<file path="src/rtl/pwm_xfer_pkg.sv">
// Package: shared types for the PWM pattern transfer controller.
// Assumes: nothing beyond IEEE 1800-2017.
package pwm_xfer_pkg;
    typedef enum logic {
        MOD_TRI = 1'b0,
        MOD_SAW = 1'b1
    } mod_mode_e;

    // Returns 1 when the mode bit selects sawtooth modulation.
    function automatic logic is_saw(input logic mode_bit);
        return mod_mode_e'(mode_bit) == MOD_SAW;
    endfunction
endpackage

</file>
<file path="src/rtl/xfer_trig_merge.sv">
// Module: merges the transfer trigger sources and detects one-shot falling edges.
// Assumes: all inputs are synchronous to clk; os_pulse levels are registered upstream.
module xfer_trig_merge #(
    parameter int NUM_OS = 3
) (
    input  logic              clk,
    input  logic              rst_n,
    input  logic              carrier_uflow,
    input  logic              sw_trig_wr,
    input  logic              sw_trig_wdata,
    input  logic              period_wr,
    input  logic              period_trig_en,
    input  logic [NUM_OS-1:0] os_pulse,
    output logic              xtrig,
    output logic [NUM_OS-1:0] os_fall
);
    logic [NUM_OS-1:0] os_prev;

    // Combines the three trigger sources into one per-cycle request.
    always_comb begin
        xtrig = carrier_uflow
              | (sw_trig_wr & sw_trig_wdata)
              | (period_wr & period_trig_en);
    end

    // Remembers last cycle's one-shot levels for edge detection.
    always_ff @(posedge clk) begin
        if (!rst_n) os_prev <= '0;
        else        os_prev <= os_pulse;
    end

    // Flags a high-to-low change on each one-shot line.
    always_comb begin
        os_fall = os_prev & ~os_pulse;
    end
endmodule

</file>
<file path="src/rtl/xfer_pat_buf.sv">
// Module: one pattern buffer with its pending flag.
// Assumes: a write in the same cycle as a clear wins, so the new data stays pending.
module xfer_pat_buf #(
    parameter int PAT_W = 6
) (
    input  logic             clk,
    input  logic             rst_n,
    input  logic             wr,
    input  logic [PAT_W-1:0] wdata,
    input  logic             clr,
    output logic [PAT_W-1:0] pat,
    output logic             pend
);
    // Captures written data and tracks whether it still awaits transfer.
    always_ff @(posedge clk) begin
        if (!rst_n) begin
            pat  <= '0;
            pend <= 1'b0;
        end else if (wr) begin
            pat  <= wdata;
            pend <= 1'b1;
        end else if (clr) begin
            pend <= 1'b0;
        end
    end

    AST_PEND_CLEARED: assert property (@(posedge clk) disable iff (!rst_n)
        clr && !wr |=> !pend);
    AST_WRITE_PENDS: assert property (@(posedge clk) disable iff (!rst_n)
        wr |=> pend && pat == $past(wdata));
endmodule

</file>
<file path="src/rtl/xfer_out_stage.sv">
// Module: registers the load strobe, working pattern and dead-time trigger.
// Assumes: pat_bus holds buffer contents from before the current cycle's writes.
module xfer_out_stage #(
    parameter int NUM_BUF = 2,
    parameter int PAT_W   = 6,
    parameter int NUM_OS  = 3,
    localparam int DATA_W = NUM_BUF * PAT_W
) (
    input  logic                          clk,
    input  logic                          rst_n,
    input  logic                          xtrig,
    input  logic                          saw,
    input  logic                          any_pend,
    input  logic [NUM_OS-1:0]             os_fall,
    input  logic [NUM_BUF-1:0][PAT_W-1:0] pat_bus,
    output logic                          load_stb,
    output logic [DATA_W-1:0]             load_data,
    output logic                          dt_trig
);
    logic do_load;
    logic do_dt;

    // Decides whether this cycle's trigger copies the buffers.
    always_comb begin
        do_load = xtrig && (saw || any_pend);
    end

    // Decides whether the dead-time timers start.
    always_comb begin
        do_dt = (|os_fall) || (saw && xtrig);
    end

    // Registers the strobe and pulse outputs.
    always_ff @(posedge clk) begin
        if (!rst_n) begin
            load_stb <= 1'b0;
            dt_trig  <= 1'b0;
        end else begin
            load_stb <= do_load;
            dt_trig  <= do_dt;
        end
    end

    // Copies the buffer pair into the working register on a load.
    always_ff @(posedge clk) begin
        if (!rst_n)       load_data <= '0;
        else if (do_load) load_data <= pat_bus;
    end

    AST_LOAD_HAS_CAUSE: assert property (@(posedge clk) disable iff (!rst_n)
        load_stb |-> $past(xtrig));
    AST_SAW_LOADS: assert property (@(posedge clk) disable iff (!rst_n)
        saw && xtrig |=> load_stb);
    AST_SAW_DEADTIME: assert property (@(posedge clk) disable iff (!rst_n)
        saw && xtrig |=> dt_trig);
    AST_FALL_DEADTIME: assert property (@(posedge clk) disable iff (!rst_n)
        (|os_fall) |=> dt_trig);
endmodule

</file>
<file path="src/rtl/pwm_xfer_ctrl.sv">
// Module: top of the PWM pattern transfer controller. It moves the buffered
// pattern pair into the working register and issues dead-time triggers.
// Assumes: synchronous inputs; write strobes are single-cycle.
module pwm_xfer_ctrl #(
    parameter int NUM_BUF = 2,
    parameter int PAT_W   = 6,
    parameter int NUM_OS  = 3,
    localparam int DATA_W = NUM_BUF * PAT_W
) (
    input  logic               clk,
    input  logic               rst_n,
    input  logic [NUM_BUF-1:0] buf_wr,
    input  logic [DATA_W-1:0]  buf_wdata,
    input  logic               carrier_uflow,
    input  logic               sw_trig_wr,
    input  logic               sw_trig_wdata,
    input  logic               period_wr,
    input  logic               period_trig_en,
    input  logic [NUM_OS-1:0]  os_pulse,
    input  logic               saw_mode,
    input  logic               alt_mode,
    input  logic               reload_ctl,
    output logic               load_stb,
    output logic [DATA_W-1:0]  load_data,
    output logic               dt_trig,
    output logic               sw_trig_rd,
    output logic               cfg_err
);
    import pwm_xfer_pkg::*;

    logic                          xtrig;
    logic [NUM_OS-1:0]             os_fall;
    logic                          saw;
    logic                          any_pend;
    logic                          tri_clr;
    logic [NUM_BUF-1:0]            pend_vec;
    logic [NUM_BUF-1:0][PAT_W-1:0] pat_bus;

    // Decodes the modulation mode.
    always_comb saw = is_saw(saw_mode);

    // Flags that any buffer still awaits transfer.
    always_comb any_pend = |pend_vec;

    // A triangular-mode transfer consumes all pending data.
    always_comb tri_clr = !saw && xtrig && any_pend;

    // Sawtooth mode is invalid with the alternate mode or reload control.
    always_comb cfg_err = saw && (alt_mode || reload_ctl);

    // The trigger bit is write-only.
    always_comb sw_trig_rd = 1'b0;

    xfer_trig_merge #(.NUM_OS(NUM_OS)) u_trig (
        .clk            (clk),
        .rst_n          (rst_n),
        .carrier_uflow  (carrier_uflow),
        .sw_trig_wr     (sw_trig_wr),
        .sw_trig_wdata  (sw_trig_wdata),
        .period_wr      (period_wr),
        .period_trig_en (period_trig_en),
        .os_pulse       (os_pulse),
        .xtrig          (xtrig),
        .os_fall        (os_fall)
    );

    for (genvar b = 0; b < NUM_BUF; b++) begin : g_buf
        xfer_pat_buf #(.PAT_W(PAT_W)) u_buf (
            .clk   (clk),
            .rst_n (rst_n),
            .wr    (buf_wr[b]),
            .wdata (buf_wdata[b*PAT_W +: PAT_W]),
            .clr   (tri_clr),
            .pat   (pat_bus[b]),
            .pend  (pend_vec[b])
        );
    end

    xfer_out_stage #(.NUM_BUF(NUM_BUF), .PAT_W(PAT_W), .NUM_OS(NUM_OS)) u_out (
        .clk       (clk),
        .rst_n     (rst_n),
        .xtrig     (xtrig),
        .saw       (saw),
        .any_pend  (any_pend),
        .os_fall   (os_fall),
        .pat_bus   (pat_bus),
        .load_stb  (load_stb),
        .load_data (load_data),
        .dt_trig   (dt_trig)
    );

    AST_TRI_NO_RELOAD: assert property (@(posedge clk) disable iff (!rst_n)
        !saw_mode && xtrig && !any_pend |=> !load_stb);
    AST_ERR_ONLY_SAW: assert property (@(posedge clk) disable iff (!rst_n)
        cfg_err |-> saw_mode);
endmodule

</file>
<file path="config.mk">
export PLATFORM = sky130hd
export DESIGN_NAME = pwm_xfer_ctrl
export DESIGN_NICKNAME = d
export VERILOG_FILES = /design/src/rtl/pwm_xfer_pkg.sv /design/src/rtl/xfer_trig_merge.sv /design/src/rtl/xfer_pat_buf.sv /design/src/rtl/xfer_out_stage.sv /design/src/rtl/pwm_xfer_ctrl.sv
export SDC_FILE = /design/constraint.sdc
export NUM_CORES = 1
export LEC_CHECK = 0
export ABC_AREA = 0
export BUFFER_PORTS_ARGS = -buffer_cell sky130_fd_sc_hd__buf_2
export CORE_ASPECT_RATIO = 0.7
export CORE_MARGIN = 2
export CORE_UTILIZATION = 40
export DETAILED_ROUTE_END_ITERATION = 8
export PLACE_DENSITY = 0.69
export SYNTH_ARGS = -nofsm -noshare
export SYNTH_HDL_FRONTEND = slang
export SYNTH_SLANG_ARGS = --single-unit
</file>
<file path="constraint.sdc">
create_clock -name clk -period 1.3 [get_ports clk]
set_clock_uncertainty 0.2 [all_clocks]
set_input_delay 0.13 -clock clk [delete_from_list [all_inputs] [get_ports clk]]
set_output_delay 0.13 -clock clk [all_outputs]
set_load 0.02 [all_outputs]
</file>
# Word-level counts from Yosys, hierarchy flattened
# Cells that the tools add are included.
[word_totals]
register_bits = 31
inputBits = 27
output_inout_bits = 16
word_cells = 30
[classes]
muxes = 3
bitwise = 6
n_reduce_logical = 13
[op_table]
columns = ["op", "n"]
rows = [
  ["1-bit logical AND", 5],
  ["2-bit nonzero test", 2],
  ["3-bit AND", 1],
  ["1-bit logical OR", 3],
  ["1-bit two-way mux", 3],
  ["3-bit NOT", 1],
  ["3-bit OR reduction", 1],
  ["1-bit AND", 2],
  ["1-bit OR", 2],
  ["2-bit OR reduction", 1],
  ["1-bit zero test", 1],
]

# Depth between registers and ports, before layout
# Gate-level depths: netlist of run 1.
[logic_depth]
ltp_word = 7
ltp_mapped = 5
depth_no_buf = 3

# Cells and area by module
# From an unflattened synthesis of run 1, not the netlist that was laid out.
[hier_totals]
hier_cells = 118
hier_area_um2 = 1233.7
[modules_own_cells]
columns = ["mod", "n_inst", "cells_each", "area_each_um2"]
rows = [
  ["xfer_out_stage", 1, 59, 566.8],
  ["xfer_pat_buf", 2, 22, 262.8],
  ["xfer_trig_merge", 1, 10, 107.6],
  ["pwm_xfer_ctrl", 1, 5, 33.8],
]

# Worst setup path before layout of run 1
# OpenSTA, ideal clock, no wires.
[synth_timing]
path_type = "input-to-reg"
from = "input sw_trig_wr"
to = "register u_out.load_stb"
setup_ns = 0.115
arrival_time_ns = 1.028
required_time_ns = 0.985
path_slack_ns = -0.043
path_stages = 5
n_path_buf = 2
path_cell_list = "a221o_1 > o31a_1 > buf_6 > buf_6 > and2_1"
[synth_via]
elab_chain_cells = 4
[synth_lines]
columns = ["item", "line_no", "source"]
rows = [
  ["from (decl)", "pwm_xfer_ctrl.sv:15", "input logic sw_trig_wr,"],
  ["1-bit AND", "xfer_trig_merge.sv:22", "| (sw_trig_wr & sw_trig_wdata)"],
  ["1-bit OR", "xfer_trig_merge.sv:22", ""],
  ["1-bit OR", "xfer_trig_merge.sv:23", "| (period_wr & period_trig_en);"],
  ["1-bit logical AND", "xfer_out_stage.sv:25", "do_load = xtrig && (saw || any_pend);"],
  ["to (signal assigned)", "xfer_out_stage.sv:39", "load_stb <= do_load;"],
  ["to (decl)", "xfer_out_stage.sv:16", "output logic load_stb,"],
]
# Every way passes these cells.
# A chain may end at the register's enable or synchronous reset.

# Worst setup path after layout of run 1
[layout_timing]
from = "register g_buf[0].u_buf.pend"
to = "register u_out.load_stb"
[layout_via]
elab_chain_cells = 3
[layout_lines]
columns = ["item", "line_no", "source"]
rows = [
  ["from (decl)", "xfer_pat_buf.sv:12", "output logic pend"],
  ["from (signal assigned)", "xfer_pat_buf.sv:18", "pend <= 1'b0;"],
  ["from (signal assigned)", "xfer_pat_buf.sv:21", "pend <= 1'b1;"],
  ["from (signal assigned)", "xfer_pat_buf.sv:23", "pend <= 1'b0;"],
  ["2-bit OR reduction", "pwm_xfer_ctrl.sv:43", "always_comb any_pend = |pend_vec;"],
  ["1-bit logical OR", "xfer_out_stage.sv:25", ""],
  ["1-bit logical AND", "xfer_out_stage.sv:25", ""],
]
# Every way passes these cells.

==> results of run 1 <==
-- layout by cell type, fill, tap and decap left out --
master / Yosys / layout
buf_2: 0 / 39
dfxtp_1: 31 / 31
nand2_1: 25 / 25
mux2i_1: 24 / 24
dlygate4sd3_1: 0 / 15
nor2b_1: 12 / 12
clkbuf_8: 0 / 7
and2_1: 4 / 4
inv_1: 3 / 3
nor2_1: 2 / 2
o21ai_0: 2 / 2
a21oi_1: 2 / 2
buf_12: 0 / 2
o21a_1: 1 / 1
a221o_1: 1 / 1
o31a_1: 1 / 1
a222oi_1: 1 / 1
a21boi_1: 1 / 1
conb_1: 1 / 1
clkbuf_1: 7 / 1
dlymetal6s4s_1: 0 / 1
buf_4: 1 / 1
-- layout make-up --
class                   count  area [µm²]  share of cell area (%)
flip-flops and latches     31         621                    36.7
multi-input cells          77         509                    30.1
repair buffers             58         405                    24.0
clock buffers               8         100                    5.92
well taps                  36        45.0                    2.66
inverters                   3        11.3                   0.666
-- registers in the layout (all words and copies together), names as in the netlist --
signal and cells:
u_out.dt_trig 1, g_buf.u_buf.pend 2, u_trig.os_prev 3, u_out.load_stb 1
u_out.load_data 12, g_buf.u_buf.pat 12
-- cells in the mapped netlist, drive strengths merged --
library cell / count
a221o: 1
o31a: 1
o21ai: 2
buf: 3
inv: 3
a21boi: 1
o21a: 1
nor2b: 12
a222oi: 1
a21oi: 2
mux2i: 24
and2: 4
dfxtp: 31
nand2: 25
conb: 1
nor2: 2
clkbuf: 7
-- worst max-delay path, stage by stage, from the launching register on --
cell and delay (ns):
dfxtp_1 0.32, o31a_1 0.33, buf_12 0.16, and2_1 0.15
-- kinds of logic (layout without fill, tap and decap cells) --
group / Yosys count / count (layout) / synth area share [%]
and+or+nand+nor: 43 / 43 / 16.8
DFF: 31 / 31 / 51.8
muxes: 24 / 24 / 20.1
buffers and inverters: 13 / 69 / 5.64
AOI/OAI and AO/OA: 9 / 9 / 5.33
other: 1 / 1 / 0.313
-- path summary, 6_finish.rpt --
path,startpoint,end,slack (ns),depth (start not counted)
hold / removal,os_pulse[1],u_trig.os_prev[1]$_SDFF_PN0_,0.01,2
setup reg to reg,g_buf[0].u_buf.pend$_SDFFE_PN0P_,u_out.load_stb$_SDFF_PN0_,0.04,3
setup / recovery,g_buf[0].u_buf.pend$_SDFFE_PN0P_,u_out.load_stb$_SDFF_PN0_,0.04,3
hold reg to reg,u_out.load_data[4]$_SDFFE_PN0P_,u_out.load_data[4]$_SDFFE_PN0P_,0.25,2
-- through the flow --
stage | utilization (%) | cell area (µm²) | setup TNS (ns) | setup WS, ns
CTS | 60.2 | 1700 | 0 | 0.0407
global placement | 51.0 | 1440 | -0.159 | -0.0428
detailed placement | 51.0 | 1440 | -0.292 | -0.0460
global route | 59.9 | 1690 | 0 | 0.00770
floorplan | - | 1200 | -0.0979 | -0.0408
finish | 59.9 | 1690 | 0 | 0.0381
-- layer usage --
layer / wire length [µm] / vias to the layer above / GRT usage, % / share of wire, %
li1: - / 501 / - / -
met1: 1240 / 434 / 19.7 / 47
met2: 1190 / 35 / 27.1 / 45
met3: 189 / 4 / 7.98 / 7.2
met4: 23 / 0 / 4.90 / 0.87
met5: 0 / - / 0 / 0
-- what timing repair did --
action,in CTS,in global routing
buffers inserted,0,0
endpoints found under the setup margin,0,1
endpoints found under the hold margin,18,0
hold buffers,16,0
gates resized for setup,0,1
-- power groups by stage --
stage	Sequential (mW)	Combinational, mW	Clock, mW
floorplan	1.07	0.155	0
global placement	1.05	0.260	0
detailed placement	1.05	0.269	0
CTS	1.03	0.306	0.840
global route	1.03	0.330	0.886
finish	1.03	0.304	0.821
==> impl_summary.txt, run 1 <==
----------------------------------------------------
[Layout]
  Layout Area Growth over Synthesis ... 41.3%
  Net count reported at finish ... 203
  Number of inserted diodes ... 0
  Fillcell total ... 232
  Fin cells ... 213
  Fraction of final layout cells with drive strength greater than 1 ... 27.7%

[Global routing]
  First-pass GRT wire length ... 4390 µm
  Largest net degree at the start of global routing ... 30
  Vias in the first global route ... 986
  Total congestion overflow after global routing ... 0
  Initial antenna violation count ... 0
  Total GRT Usage ... 16.7%

[Routing]
  Total Routed Length ... 2640 µm
  Average detailed-routed wire length per instance ... 12.4 µm
  Total via count after detailed routing ... 974
  Final antenna-violating net count ... 0
  Number of detailed-routing iterations run before antenna repair ... 4
  Violation count after the first detailed-routing iteration ... 38
  Drt via density ... 4.57
  Post-route DRC violation count ... 0

[STA]
  Final Hold Violating Endpoints ... 0
  Max Clk Rate ... 792 MHz
  Unrepaired setup endpoints after global routing ... false
  Final worst-path cycle share ... 97.1%
  Final Hold Slack ... 0.0112 ns
  Final setup vio count ... 0
  Shortest clock period the worst path allows after layout ... 1.26 ns
  Max-slew violations ... 0

[Power and ir drop]
  PD cells ... 1270 mW/mm²
  Worst voltage drop across the vdd grid ... 0.000531 V
  Combinational share of power ... 14.1%
  Post-route total power ... 2.16 mW
  Clock network fraction of total power ... 38.1%
  Sequential power share ... 47.8%
  LEAKAGE ... 0.816 nW
  Sw Share ... 23.6%
  Net switching power of the design ... 0.509 mW
  Internal Power ... 1.65 mW

[Floorplanning]
  Std-Cell Core Area ... 0.00282 mm²
  Overall die area ... 0.00345 mm²
  Core Rows ... 16
  Die Wd ... 69.4 µm
  Number of placed I/O pins ... 43
  Die Span Y ... 49.8 µm
  Starting utilization of the core area ... 42.4%

[Logic synthesis]
  Number of nets in the synthesized netlist ... 148
  Post-synthesis cell area ... 0.00120 mm²
  Per-instance average area after synthesis ... 9.90 µm²
  Ranking of synthesized cells by area ... dfxtp_1 (52%), mux2i_1 (20%), nand2_1 (7.8%), nor2b_1 (6.3%), clkbuf_1 (2.2%)
  Largest area contributor in the netlist ... dfxtp_1
  Sequential-to-total area share from yosys stat ... 51.8%
  Syn Inst Count ... 121
  FF+latch count, synth ... 31
  Synth cell types ... 18
  Area share of the leading cell type in the synthesized netlist ... 51.8%
  Count of yosys warnings during synthesis ... 0

[Critical path]
  Worst EP arrival ... 1.24 ns
  Kind of start point of the critical path ... flop
  Worst setup EP type ... flop
  Endpoint required time on the critical path ... 1.28 ns
  Crit path max fanout ... 13
  Type of the worst setup path ... reg2reg

[Clocking]
  Clock Tree Root ... clkbuf_8
  Clock latency on the worst-skew pair ... 0.28 ns
  Maximum buffer depth of the clock tree ... 2
  Clock transition time at the flip-flop clock pins of the worst setup and hold paths ... 0.06 ns
  CTS H-tree lvls ... 2
  CTS tree ... done
  Clock sinks ... 31
  Total CTS buffers ... 5

[Placed design]
  Hpwl dp ... 1840 µm
  Number of buffers added on ports ... 41
  Placed cell count ... 191
  Routability Congestion ... 0.702

[Outcome]
  Run status ... finished, final reports clean

[Run]
  Max-capacitance violation count ... 0

[Min path]
  Worst hold path type ... in2reg

----------------------------------------------------
Power figures use the tool's default switching activity.
==> run 2, diff against run 1 <==
- CORE_UTILIZATION: 40 -> 43
- PLACE_DENSITY: 0.69 -> 0.73
==> run 2 against run 1 <==
Effect of this change: the flow now finishes with violations (hold timing); utilization increased by 6.6 points; first-iteration DRC count increased by 18%; non-clock buffer count unchanged; highest routed layer unchanged.
==> impl_summary.txt, run 2 (synthesized netlist as in run 1, its figures left out) <==
----------------------------------------------------
[Outcome]
  Run status ... complete, but fails checks
  Violated checks ... hold timing

[Min path]
  Origin of the worst min-delay path ... os_pulse[1]
  Worst hold path type ... in2reg

[Routing]
  Total via count after detailed routing ... 984 (+1.0%)
  Drt via density ... 4.66 (+2.0%)
  Total Routed Length ... 2710 µm (+2.5%)
  Violation count after the first detailed-routing iteration ... 45 (+18%)
  Average detailed-routed wire length per instance ... 12.8 µm (+3.5%)
  Post-route DRC violation count ... 0 (unchanged)
  Number of detailed-routing iterations run before antenna repair ... 4 (unchanged)
  Final antenna-violating net count ... 0 (unchanged)

[Clocking]
  Clock latency on the worst-skew pair ... 0.28 ns (about the same)
  Clock sinks ... 31 (unchanged)
  Maximum buffer depth of the clock tree ... 2 (unchanged)
  Clock Tree Root ... clkbuf_8
  CTS H-tree lvls ... 2 (unchanged)
  Clock transition time at the flip-flop clock pins of the worst setup and hold paths ... 0.07 ns (about the same)
  CTS tree ... done
  Total CTS buffers ... 5 (unchanged)

[Critical path]
  Worst setup EP type ... flop
  Crit path max-delay cell type ... o31a_1
  Type of the worst setup path ... reg2reg
  Worst EP arrival ... 1.23 ns (about the same)
  Origin of the critical flop-to-flop path ... g_buf[0].u_buf.pend$_SDFFE_PN0P_
  Crit path max fanout ... 13 (unchanged)
  Kind of start point of the critical path ... flop
  Peak per-stage delay on the critical path ... 0.33 ns (about the same)
  Crit-path cells ... o31a_1, buf_12, and2_1
  Launching instance or port of the critical path ... g_buf[0].u_buf.pend$_SDFFE_PN0P_
  Endpoint required time on the critical path ... 1.28 ns (about the same)

[Global routing]
  Total GRT Usage ... 19.0% (+2.4 points)
  Initial antenna violation count ... 0 (unchanged)
  Largest net degree at the start of global routing ... 17 (-43%)
  First-pass GRT wire length ... 4170 µm (-5.0%)
  Total congestion overflow after global routing ... 0 (unchanged)
  Vias in the first global route ... 879 (-11%)

[Placed design]
  Number of buffers added on ports ... 41 (unchanged)
  Area of placed instances ... 0.00143 mm² (-0.52%)
  Hpwl dp ... 1740 µm (-5.5%)
  Placed cell count ... 190 (-0.52%)
  Routability Congestion ... 0.717 (+2.1%)

[Floorplanning]
  Overall die area ... 0.00323 mm² (-6.5%)
  Core Rows ... 15 (-1)
  Die Span Y ... 48.2 µm (-3.3%)
  Die Wd ... 67.1 µm (-3.4%)
  Starting utilization of the core area ... 46.9% (+4.5 points)
  Number of placed I/O pins ... 43 (unchanged)
  Std-Cell Core Area ... 0.00255 mm² (-9.6%)

[Layout]
  Biggest registers after layout ... g_buf.u_buf.pat (12), u_out.load_data (12), u_trig.os_prev (3)
  Commonest cells after routing, fill and taps aside ... buf_2 (38), dfxtp_1 (31), nand2_1 (25)
  Net count reported at finish ... 203 (unchanged)
  Fin cells ... 211 (-0.94%)
  Final non-filler cell area ... 0.00170 mm² (+0.44%)
  Layout Area Growth over Synthesis ... 41.9%
  Most common cell after layout, fill and taps aside ... buf_2
  Fraction of final layout cells with drive strength greater than 1 ... 28.2% (+0.56 points)
  Number of inserted diodes ... 0 (unchanged)

[STA]
  Final Hold Slack ... -0.0181 ns (-0.0293 ns)
  Final-layout setup total negative slack ... 0 ns (unchanged)
  Max Clk Rate ... 802 MHz (+1.2%)
  Max-slew violations ... 0 (unchanged)
  Final Hold Violating Endpoints ... 1 (+1)
  Final worst-path cycle share ... 95.9% (-1.2 points)
  Final setup vio count ... 0 (unchanged)
  Shortest clock period the worst path allows after layout ... 1.25 ns (-0.0156 ns)
  Unrepaired setup endpoints after global routing ... false

[Power and ir drop]
  Net switching power of the design ... 0.526 mW (+3.4%)
  Clock network fraction of total power ... 42.3% (+4.2 points)
  Combinational share of power ... 13.1% (-1.0 points)
  Internal Power ... 1.78 mW (+8.2%)
  PD cells ... 1360 mW/mm² (+6.6%)
  Worst voltage drop across the vdd grid ... 0.00100 V (+89%)
  Sequential power share ... 44.6% (-3.2 points)
  Sw Share ... 22.8% (-0.81 points)
  LEAKAGE ... 0.831 nW (+1.8%)

[Run]
  Max-capacitance violation count ... 0 (unchanged)

----------------------------------------------------
## run 2: critical path, delay by kind of cell (launching register included)
| kind | cells | cell delay [ns] |
|---|---|---|
| flip-flops | 1 | 0.31 |
| buffers and inverters | 1 | 0.16 |
| AND/OR/NAND/NOR | 1 | 0.15 |
| AO/OA/AOI/OAI | 1 | 0.33 |
## run 2: layer usage
layer	part of all wire, %	wire (µm)	track usage (%)
met2	46	1250	30.9
met5	0	0	0
met3	5.8	157	6.47
met1	45	1230	22.3
met4	2.7	74	12.7
## run 2: per-stage QoR
stage	hold WS, ns	total power, mW	utilization [%]	setup WS (ns)
3_5_place_dp	0.156	1.31	56.1	-0.0431
4_1_cts	0.0314	2.32	67.0	0.0387
3_3_place_gp	0.155	1.30	56.1	-0.0363
5_1_grt	0.0163	2.39	66.6	0.0111
6_report	-0.0181	2.31	66.6	0.0536
2_1_floorplan	0.0517	1.23	-	-0.0408
## run 2: final timing paths
| check | slack (ns) | end | cells past startpoint |
|---|---|---|---|
| max | 0.05 | u_out.load_stb$_SDFF_PN0_ | 3 |
| max reg2reg | 0.05 | u_out.load_stb$_SDFF_PN0_ | 3 |
| min reg2reg | 0.26 | u_out.load_data[11]$_SDFFE_PN0P_ | 2 |
| min | -0.02 | u_trig.os_prev[1]$_SDFF_PN0_ | 2 |
## run 2: layout make-up
cell class / instances / area, µm²
fillers: 213 / 853
inverters: 3 / 11.3
flip-flops and latches: 31 / 621
clock inverters: 2 / 35.0
repair buffers: 58 / 398
well taps: 34 / 42.5
clock buffers: 6 / 82.6
multi-input cells: 77 / 509
## run 2: power groups by stage
stage,clock network (mW),logic (mW),registers [mW]
CTS,0.990,0.304,1.03
global route,1.03,0.328,1.03
global placement,0,0.259,1.05
detailed placement,0,0.265,1.05
floorplan,0,0.155,1.07
finish,0.977,0.303,1.03
## run 2: timing repair
item | CTS | global route
hold endpoints to repair | 18 | 0
hold buffers | 16 | 0
endpoints found under the setup margin | 0 | 1
gates resized for setup | 0 | 2
setup buffers | 0 | 0
